### src/rtl/pwr_pkg.sv
package pwr_pkg;

  typedef enum logic [1:0] {
    CONV_NORMAL  = 2'b00,
    CONV_STANDBY = 2'b01,
    CONV_OFF     = 2'b10,
    CONV_KEEP    = 2'b11
  } conv_t;

  typedef struct packed {
    logic cpu;
    logic ram;
    logic retain;
    logic timer;
    logic serial;
    logic intc;
    logic rtc;
    logic ptmr;
  } dom_en_t;

  // CPU mode field of the status word
  function automatic logic [1:0] cpu_field(input logic idle, input conv_t conv);
    if (conv == CONV_OFF) return 2'b10;
    if (idle)             return 2'b01;
    return 2'b00;
  endfunction

  // A request changes the converter only for a real, different code
  function automatic logic wants_change(input conv_t req, input conv_t cur);
    return (req != CONV_KEEP) && (req != cur);
  endfunction

  function automatic dom_en_t domain_mask(input logic idle, input conv_t conv);
    dom_en_t m;
    m.rtc  = 1'b1;
    m.ptmr = 1'b1;
    if (conv == CONV_OFF) begin
      m.cpu = 1'b0; m.ram = 1'b0; m.retain = 1'b1;
      m.timer = 1'b0; m.serial = 1'b0; m.intc = 1'b0;
    end else begin
      m.cpu = !idle; m.ram = 1'b1; m.retain = 1'b0;
      m.timer = 1'b1; m.serial = 1'b1; m.intc = 1'b1;
    end
    return m;
  endfunction

endpackage

### src/rtl/pwr_req_hold.sv
module pwr_req_hold
  import pwr_pkg::*;
(
  input  logic  clk,
  input  logic  rst_n,
  input  logic  load,
  input  logic  clear,
  input  logic  in_idle,
  input  conv_t in_conv,
  output logic  valid,
  output logic  held_idle,
  output conv_t held_conv
);

  always_ff @(posedge clk or negedge rst_n) begin
    if (!rst_n) begin
      valid     <= 1'b0;
      held_idle <= 1'b0;
      held_conv <= CONV_KEEP;
    end else if (clear) begin
      valid <= 1'b0;
    end else if (load) begin
      valid     <= 1'b1;
      held_idle <= in_idle;
      held_conv <= in_conv;
    end
  end

endmodule

### src/rtl/pwr_mode_core.sv
module pwr_mode_core
  import pwr_pkg::*;
#(
  parameter int SETTLE_CYCLES = 4
) (
  input  logic  clk,
  input  logic  rst_n,
  input  logic  wr_acc,
  input  logic  wr_idle,
  input  conv_t wr_conv,
  input  logic  pend_valid,
  input  logic  pend_idle,
  input  conv_t pend_conv,
  input  logic  irq,
  input  logic  rtc_evt,
  input  logic  ptmr_evt,
  output conv_t conv_cur,
  output logic  idle_q,
  output logic  busy_q,
  output logic  pend_load,
  output logic  pend_clear
);

  localparam int CNT_W = $clog2(SETTLE_CYCLES) + 1;
  localparam logic [CNT_W-1:0] CNT_LOAD = CNT_W'(SETTLE_CYCLES - 1);

  conv_t           conv_tgt;
  logic [CNT_W-1:0] cnt_q;
  logic            idle_n;

  // named internal events
  logic settle_done, in_off, wake_evt, src_valid, src_idle;
  logic start_req, start_wake, enter_off;
  conv_t src_conv;

  assign settle_done = busy_q && (cnt_q == '0);
  assign in_off      = (conv_cur == CONV_OFF);
  assign wake_evt    = rtc_evt || ptmr_evt;
  assign src_valid   = pend_valid || wr_acc;
  assign src_idle    = pend_valid ? pend_idle : wr_idle;
  assign src_conv    = pend_valid ? pend_conv : wr_conv;
  assign start_req   = !busy_q && !in_off && src_valid && wants_change(src_conv, conv_cur);
  assign start_wake  = !busy_q && in_off && wake_evt;
  assign enter_off   = settle_done && (conv_tgt == CONV_OFF);

  assign pend_load  = wr_acc && (busy_q || pend_valid);
  assign pend_clear = enter_off || (!busy_q && in_off) ||
                      (!busy_q && !in_off && pend_valid && !wr_acc);

  always_comb begin
    idle_n = idle_q;
    if (!busy_q && !in_off && src_valid) idle_n = src_idle;
    if (irq)                             idle_n = 1'b0;
    if (enter_off || in_off)             idle_n = 1'b0;
  end

  always_ff @(posedge clk or negedge rst_n) begin
    if (!rst_n) begin
      conv_cur <= CONV_NORMAL;
      conv_tgt <= CONV_NORMAL;
      busy_q   <= 1'b0;
      cnt_q    <= '0;
      idle_q   <= 1'b0;
    end else begin
      idle_q <= idle_n;
      if (busy_q) begin
        if (cnt_q == '0) begin
          conv_cur <= conv_tgt;
          busy_q   <= 1'b0;
        end else begin
          cnt_q <= cnt_q - 1'b1;
        end
      end else if (start_wake) begin
        conv_tgt <= CONV_NORMAL;
        cnt_q    <= CNT_LOAD;
        busy_q   <= 1'b1;
      end else if (start_req) begin
        conv_tgt <= src_conv;
        cnt_q    <= CNT_LOAD;
        busy_q   <= 1'b1;
      end
    end
  end

  assert_irq_wake_R4: assert property (@(posedge clk) disable iff (!rst_n)
    irq |=> !idle_q);

  assert_idle_entry_R3: assert property (@(posedge clk) disable iff (!rst_n)
    (!busy_q && !in_off && wr_acc && wr_idle && !pend_valid && !irq) |=> idle_q);

  assert_conv_only_on_settle_R5: assert property (@(posedge clk) disable iff (!rst_n)
    !busy_q |=> $stable(conv_cur));

  assert_off_stays_R7: assert property (@(posedge clk) disable iff (!rst_n)
    (in_off && !busy_q && !wake_evt) |=> (conv_cur == CONV_OFF) && !busy_q);

  assert_hold_on_busy_R8: assert property (@(posedge clk) disable iff (!rst_n)
    (busy_q && wr_acc && !enter_off) |=> pend_valid);

endmodule

### src/rtl/pwr_domain_dec.sv
module pwr_domain_dec
  import pwr_pkg::*;
(
  input  logic       idle,
  input  conv_t      conv,
  output dom_en_t    en,
  output logic [3:0] status
);

  assign en     = domain_mask(idle, conv);
  assign status = {conv, cpu_field(idle, conv)};

endmodule

### src/rtl/pwr_mode_seq.sv
module pwr_mode_seq
  import pwr_pkg::*;
#(
  parameter int SETTLE_CYCLES = 4
) (
  input  logic       clk,
  input  logic       rst_n,
  input  logic       wr_en,
  input  logic       wr_idle,
  input  logic [1:0] wr_conv,
  input  logic       irq,
  input  logic       rtc_evt,
  input  logic       ptmr_evt,
  output logic       en_cpu,
  output logic       en_ram,
  output logic       ram_retain,
  output logic       en_timer,
  output logic       en_serial,
  output logic       en_intc,
  output logic       en_rtc,
  output logic       en_ptmr,
  output logic [1:0] conv_mode,
  output logic       conv_busy,
  output logic [3:0] status
);

  conv_t   conv_cur, pend_conv;
  logic    idle_q, busy_q, pend_load, pend_clear, pend_valid, pend_idle;
  logic    wr_acc;
  dom_en_t en;

  // software can write only while the CPU is clocked
  assign wr_acc = wr_en && en.cpu;

  pwr_req_hold u_hold (
    .clk       (clk),
    .rst_n     (rst_n),
    .load      (pend_load),
    .clear     (pend_clear),
    .in_idle   (wr_idle),
    .in_conv   (conv_t'(wr_conv)),
    .valid     (pend_valid),
    .held_idle (pend_idle),
    .held_conv (pend_conv)
  );

  pwr_mode_core #(.SETTLE_CYCLES(SETTLE_CYCLES)) u_core (
    .clk        (clk),
    .rst_n      (rst_n),
    .wr_acc     (wr_acc),
    .wr_idle    (wr_idle),
    .wr_conv    (conv_t'(wr_conv)),
    .pend_valid (pend_valid),
    .pend_idle  (pend_idle),
    .pend_conv  (pend_conv),
    .irq        (irq),
    .rtc_evt    (rtc_evt),
    .ptmr_evt   (ptmr_evt),
    .conv_cur   (conv_cur),
    .idle_q     (idle_q),
    .busy_q     (busy_q),
    .pend_load  (pend_load),
    .pend_clear (pend_clear)
  );

  pwr_domain_dec u_dec (
    .idle   (idle_q),
    .conv   (conv_cur),
    .en     (en),
    .status (status)
  );

  assign en_cpu     = en.cpu;
  assign en_ram     = en.ram;
  assign ram_retain = en.retain;
  assign en_timer   = en.timer;
  assign en_serial  = en.serial;
  assign en_intc    = en.intc;
  assign en_rtc     = en.rtc;
  assign en_ptmr    = en.ptmr;
  assign conv_mode  = conv_cur;
  assign conv_busy  = busy_q;

  assert_off_entry_domains_R6: assert property (@(posedge clk) disable iff (!rst_n)
    ($fell(conv_busy) && conv_mode == 2'b10) |->
      (ram_retain && en_rtc && en_ptmr && !en_cpu && !en_serial && !en_timer && !en_ram));

  assert_no_write_when_halted_R2: assert property (@(posedge clk) disable iff (!rst_n)
    (!en_cpu && !conv_busy && !pend_valid) |=> !conv_busy || (conv_mode == 2'b10));

endmodule

### config.mk
export PLATFORM = sky130hd
export DESIGN_NAME = pwr_mode_seq
export DESIGN_NICKNAME = d
export VERILOG_FILES = /design/src/rtl/pwr_pkg.sv /design/src/rtl/pwr_req_hold.sv /design/src/rtl/pwr_mode_core.sv /design/src/rtl/pwr_domain_dec.sv /design/src/rtl/pwr_mode_seq.sv
export SDC_FILE = /design/constraint.sdc
export NUM_CORES = 1
export LEC_CHECK = 0
export BUFFER_PORTS_ARGS = -buffer_cell sky130_fd_sc_hd__buf_2
export CAP_MARGIN = 20
export CORE_UTILIZATION = 54
export CTS_CLUSTER_DIAMETER = 30
export DETAILED_ROUTE_END_ITERATION = 10
export PLACE_DENSITY = 0.83
export SLEW_MARGIN = 20
export SYNTH_ARGS = -nofsm -noshare
export SYNTH_HDL_FRONTEND = slang
export SYNTH_SLANG_ARGS = --single-unit
### constraint.sdc
create_clock -name clk -period 5.15 [get_ports clk]
set_input_delay 1.03 -clock clk [delete_from_list [all_inputs] [get_ports clk]]
set_output_delay 1.03 -clock clk [all_outputs]
set_load 0.03 [all_outputs]
==> results of run 1 <==
-- worst max-delay path by stage --
stage / start / depth (start not counted) / end / slack (ps)
floorplan: u_core.conv_cur[0] / 3 / en_cpu / 2570
global placement: wr_conv[0] / 5 / u_core.cnt_q[2] / 2940
detailed placement: wr_conv[0] / 5 / u_core.cnt_q[2] / 2920
CTS: u_core.conv_cur[0] / 3 / ram_retain / 2710
global route: u_core.conv_cur[0] / 3 / ram_retain / 2620
finish: u_core.conv_cur[0] / 3 / ram_retain / 2730
-- through the flow --
step | hold WS [ps] | std cells | cell area (µm²) | setup WS, ps
after floorplan | 468 | 82 | 841 | 2570
after global routing | 522 | 113 | 920 | 2620
after detailed placement | 501 | 109 | 893 | 2920
after CTS | 513 | 113 | 920 | 2710
final | 507 | 113 | 920 | 2730
after global placement | 487 | 109 | 893 | 2940
-- flip-flops by register name, indices dropped and copies added (netlist names) --
register and cells:
u_core.conv_tgt 2, u_core.cnt_q 3, u_core.conv_cur 2, u_hold.valid 1, u_hold.held_conv 2, u_core.idle_q 1
u_core.busy_q 1, u_hold.held_idle 1
-- report_power, final --
group,internal [mW],switching (mW),leakage [nW]
Clock,0.0300,0.0330,0.0150
Sequential,0.158,0.0544,0.154
Combinational,0.155,0.241,0.275
Total,0.343,0.329,0.443
-- layer usage --
metal  share of wire  track usage  routed length, µm
met1            0.44        0.198                641
met2            0.53        0.391                777
met3           0.026       0.0319                 39
met4          0.0095        0.145                 14
met5               0            0                  0
-- synth_stat cells, drive strengths merged --
cell | number | area (µm²)
a2111oi | 2 | 36.3
a211oi | 1 | 20.0
a21boi | 1 | 7.51
a21oi | 1 | 5.00
a221oi | 1 | 15.0
a22oi | 1 | 7.51
a32o | 1 | 10.0
a32oi | 1 | 8.76
and2 | 2 | 13.8
and2b | 1 | 8.76
buf | 9 | 71.3
conb | 1 | 3.75
dfrtp | 11 | 275
dfstp | 2 | 52.6
ha | 2 | 25.0
inv | 9 | 33.8
mux2 | 5 | 60.1
mux2i | 3 | 33.8
nand2 | 5 | 18.8
nand2b | 2 | 15.0
nand3 | 1 | 5.00
nor2 | 6 | 22.5
nor2b | 2 | 12.5
nor3 | 3 | 15.0
nor4 | 2 | 18.8
o211a | 1 | 10.0
o211ai | 1 | 7.51
o21ai | 4 | 23.8
-- cell type report --
cell class | count | area [µm²] | share of cell area
timing repair buffer | 21 | 105 | 0.114
clock buffer | 4 | 26.3 | 0.0286
multi-input combinational | 51 | 408 | 0.444
tap | 15 | 18.8 | 0.0204
inverter | 9 | 33.8 | 0.0367
sequential | 13 | 328 | 0.356
-- worst max-delay path: stages (launching register included) --
cell	delay (ps)
sky130_fd_sc_hd__dfrtp_1	440
sky130_fd_sc_hd__nand2b_2	270
sky130_fd_sc_hd__inv_2	170
sky130_fd_sc_hd__buf_2	230
-- cell families after synthesis --
group	after synthesis	share of synthesized area
AOI/OAI and AO/OA	15	0.181
adders and majority gates	2	0.0299
buffers and inverters	18	0.126
DFF	13	0.392
muxes	8	0.112
other	1	0.00448
and+or+nand+nor	24	0.155
-- cells in the final DEF (no fill, tap or decap), types with 2 or more instances in the layout --
cell / instances
sky130_fd_sc_hd__buf_2: 21
sky130_fd_sc_hd__dfrtp_1: 11
sky130_fd_sc_hd__inv_1: 8
sky130_fd_sc_hd__nor2_1: 6
sky130_fd_sc_hd__nand2_1: 5
sky130_fd_sc_hd__mux2_2: 4
sky130_fd_sc_hd__nor3_1: 3
sky130_fd_sc_hd__o21ai_0: 3
sky130_fd_sc_hd__clkbuf_4: 3
sky130_fd_sc_hd__nor2b_1: 2
sky130_fd_sc_hd__mux2i_1: 2
sky130_fd_sc_hd__ha_1: 2
sky130_fd_sc_hd__conb_1: 2
sky130_fd_sc_hd__dfstp_2: 2
==> flow_results.xml, run 1 <==
<?xml version="1.0" encoding="UTF-8"?>
<metrics>
  <group name="floorplanning">
    <metric name="initial_utilization" unit="">0.613</metric>
    <metric name="core_area" unit="µm²">1370</metric>
    <metric name="fp.dieW" unit="µm">41.4</metric>
    <metric name="die_y" unit="µm">41.4</metric>
    <metric name="die-area" unit="µm²">1710</metric>
    <metric name="ioPinCount" unit="">24</metric>
    <metric name="std_cell_rows" unit="">13</metric>
  </group>
  <group name="logic_synthesis">
    <metric name="synth_sequential_area_ratio" unit="">0.392</metric>
    <metric name="avgSynthCellArea" unit="µm²">10.3</metric>
    <metric name="synthesis.area" unit="µm²">837</metric>
    <metric name="ys_ff_latch" unit="">13</metric>
    <metric name="synth_cell_type_count" unit="">37</metric>
    <metric name="synth_warnings" unit="">0</metric>
    <metric name="post_synth_inst_count" unit="">81</metric>
  </group>
  <group name="routing">
    <metric name="route.antenna.remaining_nets" unit="">0</metric>
    <metric name="routed_wire_length_per_instance" unit="µm">13.0</metric>
    <metric name="first_pass_iters" unit="">4</metric>
    <metric name="route.detailed.drc" unit="">0</metric>
    <metric name="initialDrtViolationCount" unit="">12</metric>
    <metric name="routed_wl" unit="µm">1470</metric>
    <metric name="route.vias.total" unit="">616</metric>
    <metric name="viasPerCell" unit="">5.45</metric>
  </group>
  <group name="global_routing">
    <metric name="grt_antenna_before_repair" unit="">0</metric>
    <metric name="pin_count_of_the_biggest_net_entering_global_routing" unit="">14</metric>
    <metric name="aggregate_global_route_resource_usage" unit="">0.206</metric>
    <metric name="first_global_vias" unit="">549</metric>
    <metric name="grt_first_pass_wirelength" unit="µm">2150</metric>
    <metric name="gr-total-overflow" unit="">0</metric>
  </group>
  <group name="flow_run">
    <metric name="timing.max_cap.violations" unit="">0</metric>
  </group>
  <group name="hold_path">
    <metric name="hold_path_depth" unit="">1</metric>
    <metric name="critical_hold_path_startpoint" unit="">u_core.cnt_q[0]</metric>
    <metric name="hold_path_class" unit="">reg -&gt; reg</metric>
    <metric name="worstHoldEndpoint" unit="">u_core.cnt_q[0]</metric>
  </group>
  <group name="setup_path">
    <metric name="crit_path_max_fanout" unit="">8</metric>
    <metric name="worst_setup_path_end_kind" unit="">output port</metric>
    <metric name="worst_r2r_end" unit="">u_hold.held_idle</metric>
    <metric name="data_required_time_at_the_worst_endpoint" unit="ps">4120</metric>
    <metric name="critical_path_arrival" unit="ps">1390</metric>
    <metric name="worstReg2RegStart" unit="">u_core.cnt_q[0]</metric>
    <metric name="timing_worst_setup_path_type" unit="">reg -&gt; out</metric>
    <metric name="regToRegSetupSlack" unit="ps">3250</metric>
    <metric name="timing.critical_path.from_type" unit="">flip-flop</metric>
    <metric name="reg2regPathDepth" unit="">7</metric>
  </group>
  <group name="cells_and_area">
    <metric name="final_nets" unit="">110</metric>
    <metric name="layout.filler_cells" unit="">123</metric>
    <metric name="layout.core_utilization" unit="">0.673</metric>
    <metric name="num_antenna_cells" unit="">0</metric>
    <metric name="syn2layout_area_growth" unit="%">9.87</metric>
    <metric name="layout_cell_share_with_drive_strength_beyond_1" unit="">0.418</metric>
  </group>
  <group name="timing">
    <metric name="transition_at_the_pin_with_the_smallest_max_transition_slack" unit="ps">545</metric>
    <metric name="finClkSkew" unit="ps">6.82</metric>
    <metric name="finalSetupViolations" unit="">0</metric>
    <metric name="final.period_utilization" unit="">0.470</metric>
    <metric name="grt_setup_unrepaired" unit="">no</metric>
    <metric name="hold_violations" unit="">0</metric>
    <metric name="final.setup.tns" unit="ps">0</metric>
    <metric name="drv_slew" unit="">0</metric>
    <metric name="final.min_clock_period" unit="ps">2420</metric>
    <metric name="max-slew-margin-rel" unit="">0.634</metric>
    <metric name="clock.fmax" unit="MHz">413</metric>
  </group>
  <group name="placed_design">
    <metric name="detailedPlacementHpwl" unit="µm">1160</metric>
    <metric name="gp_congestion" unit="">0.761</metric>
    <metric name="port_buffers" unit="">21</metric>
  </group>
  <group name="clocking">
    <metric name="cts_made_buffers" unit="">3</metric>
    <metric name="worst_skew_pair.late_latency" unit="ps">270</metric>
    <metric name="clock_tree.root_cell" unit="">sky130_fd_sc_hd__clkbuf_4</metric>
    <metric name="cts-htree-levels" unit="">1</metric>
    <metric name="cts_hold_buffers" unit="">0</metric>
    <metric name="cts_post_setup_buffers_inserted" unit="">0</metric>
    <metric name="cts_tree" unit="">done</metric>
    <metric name="buffer_depth_of_the_longest_clock_path" unit="">2</metric>
    <metric name="cts_resized" unit="">0</metric>
    <metric name="clock-sinks" unit="">13</metric>
    <metric name="clk_pin_slew_worst_paths" unit="ps">80</metric>
  </group>
  <group name="outcome">
    <metric name="run_status" unit="">finished clean</metric>
  </group>
  <group name="power_and_ir_drop">
    <metric name="static-leakage-power" unit="nW">0.443</metric>
    <metric name="total_power_after_layout" unit="µW">671</metric>
    <metric name="p_per_area" unit="nW/µm²">730</metric>
    <metric name="vdd.ir_drop.worst" unit="mV">0.318</metric>
  </group>
</metrics>
No activity file was read; power rests on OpenSTA's default activity.
==> run 2, diff against run 1 <==
- CORE_ASPECT_RATIO: unset -> 1.25
- CORE_UTILIZATION: 54 -> 50
- PLACE_DENSITY: 0.83 -> 0.77
- clock period: 5.15 -> 2.5 ns (I/O delays scaled with it)
==> run 2 against run 1 <==
Net effect:
- die area grew 7.7%
- global-route usage shrank 3.0 points
- first-iteration DRC count shrank 42%
- wire length shrank 2.6%
- largest cell class unchanged
- non-clock buffer count is the same
- sequential share of layout area shrank 0.14 points
- cell area grew 0.41%
- core utilization shrank 8.2 points
- setup slack lost 2200 ps
- total power grew 110%
- sequential power grew 100%
==> flow_results.xml, run 2 (synthesized netlist as in run 1, its figures left out) <==
<?xml version="1.0" encoding="UTF-8"?>
<metrics>
  <group name="routing">
    <metric name="route.detailed.drc" unit="">0</metric>
    <metric name="route.antenna.remaining_nets" unit="">0</metric>
    <metric name="routed_wl" unit="µm">1430</metric>
    <metric name="first_pass_iters" unit="">4</metric>
    <metric name="initialDrtViolationCount" unit="">7</metric>
    <metric name="route.vias.total" unit="">626</metric>
    <metric name="routed_wire_length_per_instance" unit="µm">12.4</metric>
    <metric name="viasPerCell" unit="">5.40</metric>
  </group>
  <group name="setup_path">
    <metric name="crit_path_max_fanout" unit="">5</metric>
    <metric name="data_required_time_at_the_worst_endpoint" unit="ps">2660</metric>
    <metric name="timing_worst_setup_path_type" unit="">reg -&gt; reg</metric>
    <metric name="worst_setup_path_end_kind" unit="">flip-flop</metric>
    <metric name="timing.critical_path.from_type" unit="">flip-flop</metric>
    <metric name="regToRegSetupSlack" unit="ps">570</metric>
    <metric name="critical_path_arrival" unit="ps">2080</metric>
  </group>
  <group name="power_and_ir_drop">
    <metric name="static-leakage-power" unit="nW">0.443</metric>
    <metric name="power.combinational.fraction" unit="">0.598</metric>
    <metric name="p_clk_frac" unit="">0.088</metric>
    <metric name="p_per_area" unit="nW/µm²">1490</metric>
    <metric name="internal_power" unit="µW">707</metric>
    <metric name="vdd.ir_drop.worst" unit="mV">0.663</metric>
    <metric name="sw_frac_of_total" unit="">0.488</metric>
    <metric name="p_sw" unit="µW">673</metric>
    <metric name="seqPwrFrac" unit="">0.314</metric>
    <metric name="total_power_after_layout" unit="mW">1.38</metric>
  </group>
  <group name="timing">
    <metric name="final.min_clock_period" unit="ps">1930</metric>
    <metric name="grt_setup_unrepaired" unit="">no</metric>
    <metric name="finalSetupViolations" unit="">0</metric>
    <metric name="final.setup.worst_slack" unit="ps">571</metric>
    <metric name="final.setup.tns" unit="ps">0</metric>
    <metric name="drv_slew" unit="">0</metric>
    <metric name="final.period_utilization" unit="">0.772</metric>
    <metric name="finClkSkew" unit="ps">5.03</metric>
    <metric name="hold_violations" unit="">0</metric>
    <metric name="clock.fmax" unit="MHz">518</metric>
  </group>
  <group name="global_routing">
    <metric name="first_global_vias" unit="">520</metric>
    <metric name="grt_antenna_before_repair" unit="">0</metric>
    <metric name="pin_count_of_the_biggest_net_entering_global_routing" unit="">14</metric>
    <metric name="aggregate_global_route_resource_usage" unit="">0.176</metric>
    <metric name="grt_first_pass_wirelength" unit="µm">2200</metric>
    <metric name="gr-total-overflow" unit="">0</metric>
  </group>
  <group name="clocking">
    <metric name="cts_resized" unit="">0</metric>
    <metric name="clock_tree.root_cell" unit="">sky130_fd_sc_hd__clkbuf_4</metric>
    <metric name="cts_made_buffers" unit="">3</metric>
    <metric name="cts_post_setup_buffers_inserted" unit="">0</metric>
    <metric name="buffer_depth_of_the_longest_clock_path" unit="">2</metric>
    <metric name="worst_skew_pair.late_latency" unit="ps">260</metric>
    <metric name="cts_tree" unit="">done</metric>
    <metric name="clk_pin_slew_worst_paths" unit="ps">70</metric>
    <metric name="cts-htree-levels" unit="">1</metric>
    <metric name="cts_hold_buffers" unit="">0</metric>
    <metric name="clock-sinks" unit="">13</metric>
  </group>
  <group name="cells_and_area">
    <metric name="largest_reg_flops" unit="">3</metric>
    <metric name="layoutNonFillerInstCount" unit="">116</metric>
    <metric name="num_antenna_cells" unit="">0</metric>
    <metric name="layout.core_utilization" unit="">0.591</metric>
    <metric name="largest_register" unit="">u_core.cnt_q</metric>
    <metric name="layout.cells.most_common_list" unit="">sky130_fd_sc_hd__buf_2 (21), sky130_fd_sc_hd__dfrtp_1 (11), sky130_fd_sc_hd__inv_1 (8)</metric>
    <metric name="final_nets" unit="">110</metric>
    <metric name="layout_cell_share_with_drive_strength_beyond_1" unit="">0.418</metric>
    <metric name="most_common_library_cell_in_the_layout_ignoring_fill_and_taps" unit="">sky130_fd_sc_hd__buf_2</metric>
    <metric name="syn2layout_area_growth" unit="%">10.3</metric>
  </group>
  <group name="hold_path">
    <metric name="hold_path_class" unit="">in -&gt; async</metric>
  </group>
  <group name="floorplanning">
    <metric name="core_area" unit="µm²">1560</metric>
    <metric name="fp.dieW" unit="µm">38.6</metric>
    <metric name="std_cell_rows" unit="">16</metric>
    <metric name="die_y" unit="µm">47.7</metric>
    <metric name="initial_utilization" unit="">0.536</metric>
    <metric name="die-area" unit="µm²">1840</metric>
    <metric name="ioPinCount" unit="">24</metric>
  </group>
  <group name="placed_design">
    <metric name="detailedPlacementHpwl" unit="µm">1140</metric>
    <metric name="gp_congestion" unit="">0.755</metric>
    <metric name="placed_cells_incl_taps" unit="">112</metric>
    <metric name="place_ws" unit="ps">571</metric>
    <metric name="port_buffers" unit="">21</metric>
  </group>
  <group name="outcome">
    <metric name="run_status" unit="">finished clean</metric>
  </group>
  <group name="flow_run">
    <metric name="timing.max_cap.violations" unit="">0</metric>
  </group>
</metrics>
[run 2: cell counts in the layout (fill, tap and decap cells not counted)]
Identical to the previous run, type by type.
[run 2: power groups by stage]
stage	Combinational (mW)	Clock (mW)	Sequential [mW]
6_report	0.825	0.121	0.433
5_1_grt	0.900	0.140	0.446
4_1_cts	0.832	0.128	0.431
3_5_place_dp	0.826	0	0.435
3_3_place_gp	0.808	0	0.432
2_1_floorplan	0.703	0	0.442
[run 2: area by class of cell]
type,count,area (µm²)
Fill cell,138,638
Multi-Input combinational cell,51,408
Sequential cell,13,328
Timing Repair Buffer,21,105
Inverter,9,33.8
Clock buffer,4,26.3
Tap cell,18,22.5
[run 2: worst paths after layout]
kind	from	to	cells after the start
setup / recovery	u_core.cnt_q[0]	u_hold.held_idle	7
hold / removal	rst_n	u_hold.held_idle	1
setup reg to reg	u_core.cnt_q[0]	u_hold.held_idle	7
hold reg to reg	u_core.cnt_q[0]	u_core.cnt_q[0]	1
max in group asynchronous	rst_n	u_hold.held_conv[0]	1
min in group clk	irq	u_core.idle_q	2
[run 2: worst max-delay path, stage by stage, from the launching register on]
cell and delay (ps):
sky130_fd_sc_hd__dfrtp_1 360, sky130_fd_sc_hd__inv_1 50, sky130_fd_sc_hd__ha_1 190, sky130_fd_sc_hd__ha_1 210
sky130_fd_sc_hd__nand2_1 140, sky130_fd_sc_hd__nor3_1 100, sky130_fd_sc_hd__nor4_2 400, sky130_fd_sc_hd__mux2_2 380
[run 2: through the flow]
step                      hold WS, ps  area, µm²
after floorplan                   204        841
after global placement            398        897
after detailed placement          401        897
after CTS                         109        923
after global routing              115        923
final                             104        923
[run 2: layer usage]
metal  wire length [µm]  share of wire  track usage
met1                601           0.42        0.223
met2                778           0.54        0.303
met3                 39          0.027       0.0140
met4                 13         0.0091       0.0828
met5                  0              0            0
